[src/rtl/erd_pkg.sv]
package erd_pkg;

  typedef enum logic [1:0] {
    ST_IDLE = 2'd0,
    ST_PREP = 2'd1,
    ST_ITER = 2'd2
  } erd_state_e;

endpackage

[src/rtl/erd_lzc.sv]
module erd_lzc #(
  parameter int W  = 32,
  parameter int ZW = $clog2(W + 1)
) (
  input  logic [W-1:0]  val,
  output logic [ZW-1:0] zeros
);

  // Priority scan: the highest set bit wins, all-zero gives W.
  always_comb begin
    zeros = ZW'(W);
    for (int i = 0; i < W; i++) begin
      if (val[i]) zeros = ZW'(W - 1 - i);
    end
  end

endmodule

[src/rtl/erd_align.sv]
module erd_align #(
  parameter int W   = 32,
  parameter int SPC = 3,
  parameter int NG  = (W + SPC - 1) / SPC,
  parameter int GW  = NG * SPC,
  parameter int CW  = $clog2(NG + 1)
) (
  input  logic [W-1:0]  mag,
  output logic [GW-1:0] aligned,
  output logic [CW-1:0] groups
);

  localparam int ZW = $clog2(W + 1);

  logic [ZW-1:0] lead;

  erd_lzc #(.W(W), .ZW(ZW)) u_lzc (
    .val   (mag),
    .zeros (lead)
  );

  // The significant bits are padded up to whole groups and moved to the top.
  always_comb begin
    int sig_bits;
    int grp;
    sig_bits = W - int'(lead);
    grp      = (sig_bits + SPC - 1) / SPC;
    if (grp < 1) grp = 1;
    groups   = CW'(grp);
    aligned  = GW'(mag) << (GW - SPC * grp);
  end

endmodule

[src/rtl/erd_step.sv]
module erd_step #(
  parameter int W = 32
) (
  input  logic [W-1:0] rem_in,
  input  logic [W-1:0] dvs,
  input  logic         bit_in,
  output logic [W-1:0] rem_out,
  output logic         q_bit
);

  logic [W:0] trial;
  logic [W:0] diff;

  // Restoring step: the borrow out of the trial subtraction decides the bit.
  always_comb begin
    trial   = {rem_in, bit_in};
    diff    = trial - {1'b0, dvs};
    q_bit   = ~diff[W];
    rem_out = q_bit ? diff[W-1:0] : trial[W-1:0];
  end

endmodule

[src/rtl/early_radix8_div.sv]
module early_radix8_div
  import erd_pkg::*;
#(
  parameter int W   = 32,
  parameter int SPC = 3
) (
  input  logic         clk,
  input  logic         rst_n,
  input  logic         start,
  input  logic         signed_mode,
  input  logic [W-1:0] dividend,
  input  logic [W-1:0] divisor,
  output logic         busy,
  output logic         done,
  output logic [W-1:0] quotient
);

  localparam int NG = (W + SPC - 1) / SPC;
  localparam int GW = NG * SPC;
  localparam int CW = $clog2(NG + 1);

  erd_state_e    state_q, state_d;
  logic [GW-1:0] dvd_q, dvd_d;
  logic [W-1:0]  rem_q, rem_d;
  logic [W-1:0]  dvs_q, dvs_d;
  logic [W-1:0]  quo_q, quo_d;
  logic [CW-1:0] cnt_q, cnt_d;
  logic          neg_q, neg_d;
  logic          done_q, done_d;
  logic [W-1:0]  qout_q, qout_d;
  logic          data_en;

  logic [W-1:0]  mag_sel;
  logic [GW-1:0] al_vec;
  logic [CW-1:0] al_groups;
  logic [W-1:0]  rem_c [SPC+1];
  logic [SPC-1:0] qgrp;
  logic [W-1:0]  quo_nx;

  function automatic logic [W-1:0] mag_of(input logic [W-1:0] v);
    return v[W-1] ? (~v + 1'b1) : v;
  endfunction

  // Alignment source: the raw port when unsigned, the stored operand's magnitude in PREP.
  assign mag_sel = (state_q == ST_IDLE) ? dividend : mag_of(dvd_q[W-1:0]);

  erd_align #(.W(W), .SPC(SPC), .NG(NG), .GW(GW), .CW(CW)) u_align (
    .mag     (mag_sel),
    .aligned (al_vec),
    .groups  (al_groups)
  );

  // Cascade of SPC restoring steps, fed from the top bits of the aligned dividend.
  assign rem_c[0] = rem_q;

  for (genvar j = 0; j < SPC; j++) begin : g_step
    erd_step #(.W(W)) u_step (
      .rem_in  (rem_c[j]),
      .dvs     (dvs_q),
      .bit_in  (dvd_q[GW-1-j]),
      .rem_out (rem_c[j+1]),
      .q_bit   (qgrp[SPC-1-j])
    );
  end

  assign quo_nx = {quo_q[W-SPC-1:0], qgrp};

  assign data_en = start || (state_q != ST_IDLE);

  always_comb begin
    state_d = state_q;
    dvd_d   = dvd_q;
    rem_d   = rem_q;
    dvs_d   = dvs_q;
    quo_d   = quo_q;
    cnt_d   = cnt_q;
    neg_d   = neg_q;
    done_d  = 1'b0;
    qout_d  = qout_q;
    unique case (state_q)
      ST_IDLE: begin
        if (start) begin
          rem_d = '0;
          quo_d = '0;
          dvs_d = divisor;
          neg_d = 1'b0;
          if (divisor == '0) begin
            dvd_d   = '0;
            cnt_d   = CW'(1);
            state_d = ST_ITER;
          end else if (signed_mode) begin
            dvd_d   = GW'(dividend);
            neg_d   = dividend[W-1] ^ divisor[W-1];
            state_d = ST_PREP;
          end else begin
            dvd_d   = al_vec;
            cnt_d   = al_groups;
            state_d = ST_ITER;
          end
        end
      end
      ST_PREP: begin
        dvs_d   = mag_of(dvs_q);
        dvd_d   = al_vec;
        cnt_d   = al_groups;
        state_d = ST_ITER;
      end
      ST_ITER: begin
        dvd_d = dvd_q << SPC;
        rem_d = rem_c[SPC];
        quo_d = quo_nx;
        cnt_d = cnt_q - 1'b1;
        if (cnt_q == CW'(1)) begin
          state_d = ST_IDLE;
          done_d  = 1'b1;
          if (dvs_q == '0)
            qout_d = '0;
          else
            qout_d = neg_q ? (~quo_nx + 1'b1) : quo_nx;
        end
      end
      default: state_d = ST_IDLE;
    endcase
  end

  always_ff @(posedge clk or negedge rst_n) begin
    if (!rst_n) begin
      state_q <= ST_IDLE;
      done_q  <= 1'b0;
      qout_q  <= '0;
    end else begin
      state_q <= state_d;
      done_q  <= done_d;
      if (done_d) qout_q <= qout_d;
    end
  end

  always_ff @(posedge clk or negedge rst_n) begin
    if (!rst_n) begin
      dvd_q <= '0;
      rem_q <= '0;
      dvs_q <= '0;
      quo_q <= '0;
      cnt_q <= '0;
      neg_q <= 1'b0;
    end else if (data_en) begin
      dvd_q <= dvd_d;
      rem_q <= rem_d;
      dvs_q <= dvs_d;
      quo_q <= quo_d;
      cnt_q <= cnt_d;
      neg_q <= neg_d;
    end
  end

  assign busy     = (state_q != ST_IDLE);
  assign done     = done_q;
  assign quotient = qout_q;

endmodule

[config.mk]
export PLATFORM = sky130hd
export DESIGN_NAME = early_radix8_div
export DESIGN_NICKNAME = d
export VERILOG_FILES = /design/src/rtl/erd_pkg.sv /design/src/rtl/erd_lzc.sv /design/src/rtl/erd_align.sv /design/src/rtl/erd_step.sv /design/src/rtl/early_radix8_div.sv
export SDC_FILE = /design/constraint.sdc
export NUM_CORES = 1
export LEC_CHECK = 0
export BUFFER_PORTS_ARGS = -buffer_cell sky130_fd_sc_hd__buf_4
export CAP_MARGIN = 20
export CELL_PAD_IN_SITES_DETAIL_PLACEMENT = 0
export CELL_PAD_IN_SITES_GLOBAL_PLACEMENT = 2
export CORE_UTILIZATION = 35
export CTS_CLUSTER_DIAMETER = 40
export DETAILED_ROUTE_END_ITERATION = 10
export PLACE_DENSITY_LB_ADDON = 0.1
export SLEW_MARGIN = 40
export SYNTH_ARGS = -nofsm -noshare
export SYNTH_HDL_FRONTEND = slang
export SYNTH_SLANG_ARGS = --single-unit
[constraint.sdc]
create_clock -name clk -period 22.6 [get_ports clk]
set_input_delay 2.26 -clock clk [delete_from_list [all_inputs] [get_ports clk]]
set_output_delay 2.26 -clock clk [all_outputs]
set_load 0.05 [all_outputs]
==> metrics.txt, run 1 <==
# TYPE chip_impl_metric gauge
chip_impl_metric{name="postSynth.asyncResetShare",unit="%"} 100
chip_impl_metric{name="grt_util_met1",unit="%"} 37.3
chip_impl_metric{name="final_layout_size_suffix_gt1_share",unit="%"} 31.9
chip_impl_metric{name="clk_pin_slew_worst_paths",unit="ns"} 0.09
chip_impl_metric{name="grt_antenna_before_repair",unit=""} 0
chip_impl_info{name="cts_root_buf",value="sky130_fd_sc_hd__clkbuf_16"} 1
chip_impl_metric{name="postLayoutSetupSlackWorst",unit="ns"} -0.502
chip_impl_info{name="worst_reg2reg_endpoint",value="dvd_q[17]$_DFFE_PN0P_"} 1
chip_impl_info{name="failing_checks",value="negative setup slack"} 1
chip_impl_metric{name="total_track_usage",unit="%"} 27.6
chip_impl_info{name="leading_register_cell_type_out_of_synthesis",value="sky130_fd_sc_hd__dfrtp_1"} 1
chip_impl_metric{name="die_w",unit="um"} 271
chip_impl_metric{name="ff2ff_path_depth",unit=""} 116
chip_impl_info{name="synthTopCellsByCount",value="sky130_fd_sc_hd__nand2_1, sky130_fd_sc_hd__nor2_1, sky130_fd_sc_hd__o21ai_0"} 1
chip_impl_metric{name="postLayoutCoreUtil",unit="%"} 49.2
chip_impl_metric{name="synth.net_count",unit=""} 3692
chip_impl_metric{name="grt_max_degree",unit=""} 69
chip_impl_metric{name="ff2ff_setup_slack",unit="ns"} 0.17
chip_impl_info{name="hold_class",value="flip-flop to flip-flop"} 1
chip_impl_metric{name="final_net_count",unit=""} 4432
chip_impl_metric{name="drt.antenna.violating_nets",unit=""} 0
chip_impl_metric{name="share_of_the_clock_period_used_by_the_worst_path_after_layout",unit="%"} 102
chip_impl_info{name="critPathCaptureType",value="flip-flop"} 1
chip_impl_info{name="run_status",value="finished, violations left"} 1
chip_impl_metric{name="post_dp_cell_area",unit="um2"} 32300
chip_impl_metric{name="max-clock-path-buffers",unit=""} 2
chip_impl_metric{name="timing_worst_slew_pin_value",unit="ns"} 0.966
chip_impl_metric{name="hpwlAfterDp",unit="um"} 79200
chip_impl_metric{name="floorplan.die.height",unit="um"} 271
chip_impl_metric{name="worst_clock_skew",unit="ns"} 0.0292
chip_impl_info{name="clock_tree_from_tritoncts",value="yes"} 1
chip_impl_metric{name="grt_first_pass_wirelength",unit="um"} 163000
chip_impl_metric{name="timing.critical_path.depth",unit=""} 113
chip_impl_metric{name="htree_num_levels",unit=""} 4
chip_impl_metric{name="post_synth.cell_area_avg",unit="um2"} 7.42
chip_impl_metric{name="drt_iter0_drc",unit=""} 1981
chip_impl_metric{name="setup_viol_count_final",unit=""} 33
chip_impl_info{name="global_route.peak_usage_layer",value="met2"} 1
chip_impl_info{name="critPathKind",value="primary input to flip-flop"} 1
chip_impl_metric{name="final_critical_path_required_period",unit="ns"} 23.10
chip_impl_metric{name="area_of_the_multi_input_gates",unit="um2"} 21400
chip_impl_metric{name="critical_path.max_fanout",unit=""} 10
chip_impl_metric{name="finalSetupTns",unit="ns"} -12.17
chip_impl_info{name="critical_path.most_common_cell",value="sky130_fd_sc_hd__o21a_1"} 1
chip_impl_metric{name="total_via_count_in_the_routed_design",unit=""} 29200
chip_impl_metric{name="drt_pre_antenna_iters",unit=""} 8
chip_impl_info{name="synth_area_leader_cell",value="sky130_fd_sc_hd__dfrtp_1"} 1
chip_impl_metric{name="mappedNetlistArea",unit="um2"} 25300
chip_impl_metric{name="insertedDiodeCount",unit=""} 0
chip_impl_info{name="timing.critical_path.slowest_stage_cell",value="sky130_fd_sc_hd__or4_4"} 1
chip_impl_info{name="worst_setup_path_endpoint",value="dvd_q[17]$_DFFE_PN0P_"} 1
chip_impl_metric{name="clkSinkCount",unit=""} 166
chip_impl_metric{name="synth_top_area_share",unit="%"} 16.4
chip_impl_metric{name="dpl.cell_count",unit=""} 4977
chip_impl_metric{name="final_routed_wirelength_across_all_metal_layers",unit="um"} 104000
chip_impl_metric{name="area.sequential",unit="um2"} 4150
chip_impl_metric{name="core.rowCount",unit=""} 98
chip_impl_metric{name="route.detailed.drc",unit=""} 0
chip_impl_metric{name="grt_pass1_vias",unit=""} 29000
chip_impl_metric{name="synth_cell_types",unit=""} 129
chip_impl_metric{name="cts_made_buffers",unit=""} 17
chip_impl_metric{name="maxCapViolCount",unit=""} 0
chip_impl_metric{name="final_cells",unit=""} 5115
chip_impl_metric{name="yosysWarnings",unit=""} 0
chip_impl_metric{name="overflow",unit=""} 0
chip_impl_metric{name="worstPathBufferInverterCount",unit=""} 19
chip_impl_metric{name="die_area",unit="um2"} 73400
chip_impl_metric{name="core_region_area",unit="um2"} 71500
chip_impl_info{name="rsz0062_at_grt",value="yes"} 1
chip_impl_metric{name="num-fill-cells",unit=""} 7034
chip_impl_metric{name="ys_seq_elements",unit=""} 166
chip_impl_metric{name="drt-wirelength-per-cell",unit="um"} 20.3
chip_impl_metric{name="final_weighted_congestion_in_routability_driven_placement",unit=""} 0.919
chip_impl_metric{name="post_drt_via_cell_ratio",unit=""} 5.71
chip_impl_metric{name="slowest_delay",unit="ns"} 0.48
chip_impl_metric{name="layout-area-overhead-vs-synth",unit="%"} 38.9
chip_impl_metric{name="timing.final.max_slew_violations",unit=""} 0
chip_impl_metric{name="synthesis.instances",unit=""} 3412
chip_impl_metric{name="count_of_flip_flops_with_a_built_in_enable_after_synthesis",unit=""} 0
chip_impl_metric{name="start_util",unit="%"} 35.4
chip_impl_info{name="most_common_cell_in_the_netlist",value="sky130_fd_sc_hd__nand2_1"} 1
chip_impl_info{name="cp-start-kind",value="primary input"} 1
chip_impl_metric{name="seq_area_frac_synth",unit="%"} 16.4
chip_impl_metric{name="critical_path_arrival",unit="ns"} 23.50
chip_impl_metric{name="max-slew-margin-rel",unit="%"} 35.0
chip_impl_metric{name="grt_use_met3",unit="%"} 3.11
chip_impl_info{name="synth.top_cells.by_area",value="sky130_fd_sc_hd__dfrtp_1, sky130_fd_sc_hd__ha_1, sky130_fd_sc_hd__o21ai_0"} 1
chip_impl_metric{name="fin_area",unit="um2"} 35200
chip_impl_metric{name="buffer_ports.inserted",unit=""} 101
chip_impl_metric{name="timing.fmax",unit="GHz"} 0.0433
chip_impl_metric{name="io_pins",unit=""} 102
chip_impl_metric{name="clkLatencyLatePin",unit="ns"} 0.49
chip_impl_info{name="worst_path_dominant_cell_family",value="compound AO/OA/AOI/OAI gates"} 1
chip_impl_metric{name="worstPathRequired",unit="ns"} 23.00
chip_impl_info{name="timing.critical_path.from",value="dividend[5]"} 1
chip_impl_info{name="critical_path.reg2reg.startpoint",value="state_q[1]$_DFFE_PN0P_"} 1
chip_impl_metric{name="groute.layer.met2.usage",unit="%"} 46.1
chip_impl_metric{name="final_hold_viol_count",unit=""} 0
metrics by stage:
stage / hold WS [ns] / worst slack (ns)
global route: 0.518 / -1.41
CTS: 0.490 / -0.197
floorplan: 0.469 / -0.0711
detailed placement: 0.472 / -2.18
finish: 0.482 / -0.502
global placement: 0.466 / -1.85
metal layers:
metal,vias up,routed length [um]
met5,-,0
met4,0,2610
met3,129,4800
met2,782,48500
met1,14200,47700
li1,14000,-
logic make-up (layout without fill, tap and decap cells):
family,Yosys count,count (layout),synth area share (%)
compound gates,1143,1145,31.3
mux,163,163,7.20
fa+ha+maj,213,213,10.6
xor+xnor,190,190,6.65
flops,166,166,16.4
buf+inv,394,1145,6.35
simple gates,1143,1143,21.5
state kept, by name, indices dropped and copies added (netlist names):
register and flops:
state_q 2, done 1, dvs_q 32, quotient 32, neg_q 1, rem_q 32
quo_q 29, cnt_q 4, dvd_q 33
area by class of cell:
class | count | share of cell area (%)
multi-input cells | 2854 | 60.9
repair buffers | 920 | 20.1
flip-flops and latches | 166 | 11.8
well taps | 950 | 3.38
inverters | 193 | 2.07
clock buffers | 17 | 1.21
clock inverters | 15 | 0.562
worst reg2reg max path: cells and delay by family (launching register included):
family,cells,cell delay (ns)
AND/OR/NAND/NOR,36,6.44
flip-flops,1,0.40
adder cells (fa/ha/maj),8,2.08
buffers and inverters,17,2.73
multiplexers,3,0.79
AO/OA/AOI/OAI,52,9.91
how the worst min path moves through the flow:
| stage | cells after the start | slack, ns | end | from |
|---|---|---|---|---|
| final | 2 | 0.48 | quotient[18]$_DFFE_PN0P_ | quotient[18]$_DFFE_PN0P_ |
| after global routing | 2 | 0.52 | quotient[28]$_DFFE_PN0P_ | quotient[28]$_DFFE_PN0P_ |
| after CTS | 2 | 0.49 | quotient[24]$_DFFE_PN0P_ | quotient[24]$_DFFE_PN0P_ |
| after detailed placement | 2 | 0.47 | quotient[18]$_DFFE_PN0P_ | quotient[18]$_DFFE_PN0P_ |
| after global placement | 2 | 0.47 | quotient[24]$_DFFE_PN0P_ | quotient[24]$_DFFE_PN0P_ |
| after floorplan | 2 | 0.47 | dvs_q[29]$_DFFE_PN0P_ | dvs_q[29]$_DFFE_PN0P_ |
cell usage in the layout (no fill, tap or decap), types with 17 or more instances in the layout:
cell type / n
sky130_fd_sc_hd__o31ai_1: 61
sky130_fd_sc_hd__a31oi_1: 24
sky130_fd_sc_hd__nor2_1: 295
sky130_fd_sc_hd__a21oi_1: 155
sky130_fd_sc_hd__nand2b_1: 40
sky130_fd_sc_hd__ha_1: 192
sky130_fd_sc_hd__o21a_1: 36
sky130_fd_sc_hd__xnor2_1: 80
sky130_fd_sc_hd__a22o_1: 34
sky130_fd_sc_hd__o21ai_0: 275
sky130_fd_sc_hd__and2_1: 34
sky130_fd_sc_hd__nor3_1: 78
sky130_fd_sc_hd__or4_1: 19
sky130_fd_sc_hd__buf_4: 889
sky130_fd_sc_hd__nor2b_1: 22
sky130_fd_sc_hd__a21oi_2: 24
sky130_fd_sc_hd__or3_1: 25
sky130_fd_sc_hd__nand3_1: 64
sky130_fd_sc_hd__a21boi_0: 28
sky130_fd_sc_hd__nand2_1: 362
sky130_fd_sc_hd__a221oi_1: 29
sky130_fd_sc_hd__o21ai_1: 40
sky130_fd_sc_hd__o211ai_1: 25
sky130_fd_sc_hd__mux2i_1: 94
sky130_fd_sc_hd__inv_1: 185
sky130_fd_sc_hd__clkbuf_16: 17
sky130_fd_sc_hd__nand4_1: 21
sky130_fd_sc_hd__mux2_2: 46
sky130_fd_sc_hd__o22ai_1: 24
sky130_fd_sc_hd__dfrtp_1: 166
sky130_fd_sc_hd__buf_6: 22
sky130_fd_sc_hd__xor2_1: 96
sky130_fd_sc_hd__nor3_2: 17
sky130_fd_sc_hd__a21o_1: 92
sky130_fd_sc_hd__nor4_1: 22
timing repair:
action | 4_1_cts | 5_1_grt
pin swaps | 103 | 45
buffers inserted | 102 | 26
endpoints found under the setup margin | 37 | 96
hold buffers | 0 | 0
gates resized for setup | 179 | 108
gates cloned | 2 | 2
Power of run 1 is not shown: default switching activity piles up to over one toggle a cycle in this logic, so the estimate is an artifact.
==> inputs of run 2 (changes only) <==
- SETUP_SLACK_MARGIN: default -> 0.15
==> run 2 against run 1 <==
Against the previous run: the flow still finishes with violations (negative setup slack); die area is the same; flip-flop and latch count is the same; routed wire length shrank 0.49%; register-to-register slack lost 0.36 ns; clock-buffer cell count grew 1; core utilization is essentially flat; global-route usage shrank 0.16 points; hold slack gained 0.0026 ns; critical path depth grew 7.
==> metrics.txt, run 2 (synthesized netlist as in run 1, its figures left out) <==
# TYPE chip_impl_metric gauge
chip_impl_info{name="run_status",value="finished, violations left"} 1
chip_impl_info{name="failing_checks",value="negative setup slack"} 1
chip_impl_metric{name="drt_pre_antenna_iters",unit=""} 6
chip_impl_metric{name="total_track_usage",unit="%"} 27.5
chip_impl_metric{name="grt_pass1_vias",unit=""} 28700
chip_impl_metric{name="share_of_the_clock_period_used_by_the_worst_path_after_layout",unit="%"} 103
chip_impl_metric{name="max-clock-path-buffers",unit=""} 2
chip_impl_info{name="hold_class",value="flip-flop to flip-flop"} 1
chip_impl_info{name="hold_path_startpoint",value="quotient[20]$_DFFE_PN0P_"} 1
chip_impl_metric{name="postLayoutCoreUtil",unit="%"} 49.2
chip_impl_metric{name="total_via_count_in_the_routed_design",unit=""} 29000
chip_impl_metric{name="layout-area-overhead-vs-synth",unit="%"} 38.9
chip_impl_info{name="critical_path.most_common_cell",value="sky130_fd_sc_hd__a21o_1"} 1
chip_impl_metric{name="clk_pin_slew_worst_paths",unit="ns"} 0.08
chip_impl_info{name="clock_tree_from_tritoncts",value="yes"} 1
chip_impl_metric{name="worst_clock_skew",unit="ns"} 0.0224
chip_impl_info{name="cp-start-kind",value="primary input"} 1
chip_impl_metric{name="core_region_area",unit="um2"} 71500
chip_impl_metric{name="core.rowCount",unit=""} 98
chip_impl_info{name="rsz0062_at_grt",value="yes"} 1
chip_impl_info{name="critPathKind",value="primary input to flip-flop"} 1
chip_impl_metric{name="largest_register_ff_count",unit=""} 33
chip_impl_metric{name="start_util",unit="%"} 35.4
chip_impl_metric{name="final_hold_viol_count",unit=""} 0
chip_impl_info{name="critPathCaptureType",value="flip-flop"} 1
chip_impl_metric{name="grt_max_degree",unit=""} 100
chip_impl_metric{name="drt-wirelength-per-cell",unit="um"} 20.3
chip_impl_metric{name="route.detailed.drc",unit=""} 0
chip_impl_info{name="cts_root_buf",value="sky130_fd_sc_hd__clkbuf_16"} 1
chip_impl_info{name="mostFrequentLayoutCell",value="sky130_fd_sc_hd__buf_4"} 1
chip_impl_info{name="register_ranked_first_by_flip_flop_count",value="dvd_q"} 1
chip_impl_metric{name="critical_path.max_fanout",unit=""} 9
chip_impl_metric{name="timing_worst_slew_pin_value",unit="ns"} 0.870
chip_impl_metric{name="drt.antenna.violating_nets",unit=""} 0
chip_impl_metric{name="place_ws",unit="ns"} -2.08
chip_impl_metric{name="buffer_ports.inserted",unit=""} 101
chip_impl_metric{name="final_layout_size_suffix_gt1_share",unit="%"} 31.8
chip_impl_metric{name="final_weighted_congestion_in_routability_driven_placement",unit=""} 0.928
chip_impl_metric{name="clkLatencyLatePin",unit="ns"} 0.49
chip_impl_metric{name="grt_first_pass_wirelength",unit="um"} 162000
chip_impl_metric{name="floorplan.die.height",unit="um"} 271
chip_impl_metric{name="area.sequential",unit="um2"} 4150
chip_impl_metric{name="fin_area",unit="um2"} 35200
chip_impl_metric{name="grt_antenna_before_repair",unit=""} 0
chip_impl_metric{name="die_w",unit="um"} 271
chip_impl_metric{name="postLayoutSetupSlackWorst",unit="ns"} -0.734
chip_impl_metric{name="final_net_count",unit=""} 4405
chip_impl_metric{name="holdWs",unit="ns"} 0.485
chip_impl_info{name="timing.critical_path.from",value="dividend[5]"} 1
chip_impl_metric{name="post_drt_via_cell_ratio",unit=""} 5.69
chip_impl_info{name="most-common-layout-cells",value="sky130_fd_sc_hd__buf_4, sky130_fd_sc_hd__nand2_1, sky130_fd_sc_hd__nor2_1"} 1
chip_impl_info{name="critical_path.reg2reg.startpoint",value="dvd_q[0]$_DFFE_PN0P_"} 1
chip_impl_metric{name="overflow",unit=""} 0
chip_impl_metric{name="post_dp_cell_area",unit="um2"} 32200
chip_impl_metric{name="cts.hold.buffers_added",unit=""} 0
chip_impl_metric{name="final_critical_path_required_period",unit="ns"} 23.33
chip_impl_metric{name="clkSinkCount",unit=""} 166
chip_impl_metric{name="final_routed_wirelength_across_all_metal_layers",unit="um"} 103000
chip_impl_metric{name="insertedDiodeCount",unit=""} 0
chip_impl_metric{name="hpwlAfterDp",unit="um"} 79500
chip_impl_metric{name="timing.final.max_slew_violations",unit=""} 0
chip_impl_metric{name="critical_path_arrival",unit="ns"} 23.73
chip_impl_metric{name="drt_iter0_drc",unit=""} 1859
chip_impl_metric{name="maxCapViolCount",unit=""} 0
chip_impl_metric{name="num-fill-cells",unit=""} 7101
chip_impl_metric{name="timing.fmax",unit="GHz"} 0.0429
chip_impl_info{name="timing.critical_path.slowest_stage_cell",value="sky130_fd_sc_hd__or4_4"} 1
chip_impl_metric{name="worstPathRequired",unit="ns"} 23.00
chip_impl_metric{name="setup_viol_count_final",unit=""} 33
chip_impl_metric{name="max-slew-margin-rel",unit="%"} 41.8
chip_impl_metric{name="die_area",unit="um2"} 73400
chip_impl_metric{name="io_pins",unit=""} 102
chip_impl_metric{name="area_of_the_multi_input_gates",unit="um2"} 21500
chip_impl_metric{name="cts_made_buffers",unit=""} 17
chip_impl_metric{name="htree_num_levels",unit=""} 4
chip_impl_metric{name="slowest_delay",unit="ns"} 0.56
## run 2: metrics by stage
stage | TNS, ns | std cells
after floorplan | -0.525 | 3412
after global placement | -47.11 | 4940
after detailed placement | -62.60 | 4945
after CTS | -11.19 | 5056
after global routing | -51.42 | 5088
final | -20.11 | 5088
## run 2: per-layer routing
metal  wire length, um  GRT usage [%]  up-vias
met5                 0              0        -
li1                  -              -    14000
met4              2080           6.87        0
met3              4290           2.82      115
met1             48700           37.7    14100
met2             48100           45.7      715
## run 2: cell type report
type | instances | share of cell area [%]
multi-input combinational | 2855 | 61.0
clock inverter | 14 | 0.537
clock buffer | 18 | 1.25
timing repair buffer | 892 | 20.0
inverter | 193 | 2.06
tap | 950 | 3.38
sequential | 166 | 11.8
## run 2: what timing repair did
item	in CTS	in global routing
pin swaps	120	100
gates resized for setup	178	123
setup buffers	77	31
cloned	2	1
setup endpoints to repair	38	96
## run 2: path summary, 6_finish.rpt
check                                           end  slack [ns]  depth (start not counted)
setup reg to reg              dvd_q[17]$_DFFE_PN0P_       -0.19                        113
hold / removal             quotient[20]$_DFFE_PN0P_        0.48                          2
max in group asynchronous  quotient[11]$_DFFE_PN0P_       19.80                          2
setup / recovery              dvd_q[17]$_DFFE_PN0P_       -0.73                        120
hold reg to reg            quotient[20]$_DFFE_PN0P_        0.48                          2
min in group asynchronous      rem_q[8]$_DFFE_PN0P_        1.75                          1
## run 2: worst max-delay path, delay by kind of cell
family                     cells  cell delay [ns]
muxes                          1             0.23
adders and majority gates      7             1.37
AOI/OAI and AO/OA             53            10.60
buffers and inverters         28             3.66
xor gates and xnor gates       1             0.14
and+or+nand+nor               30             5.46
Power of run 2 is left out for the same reason.
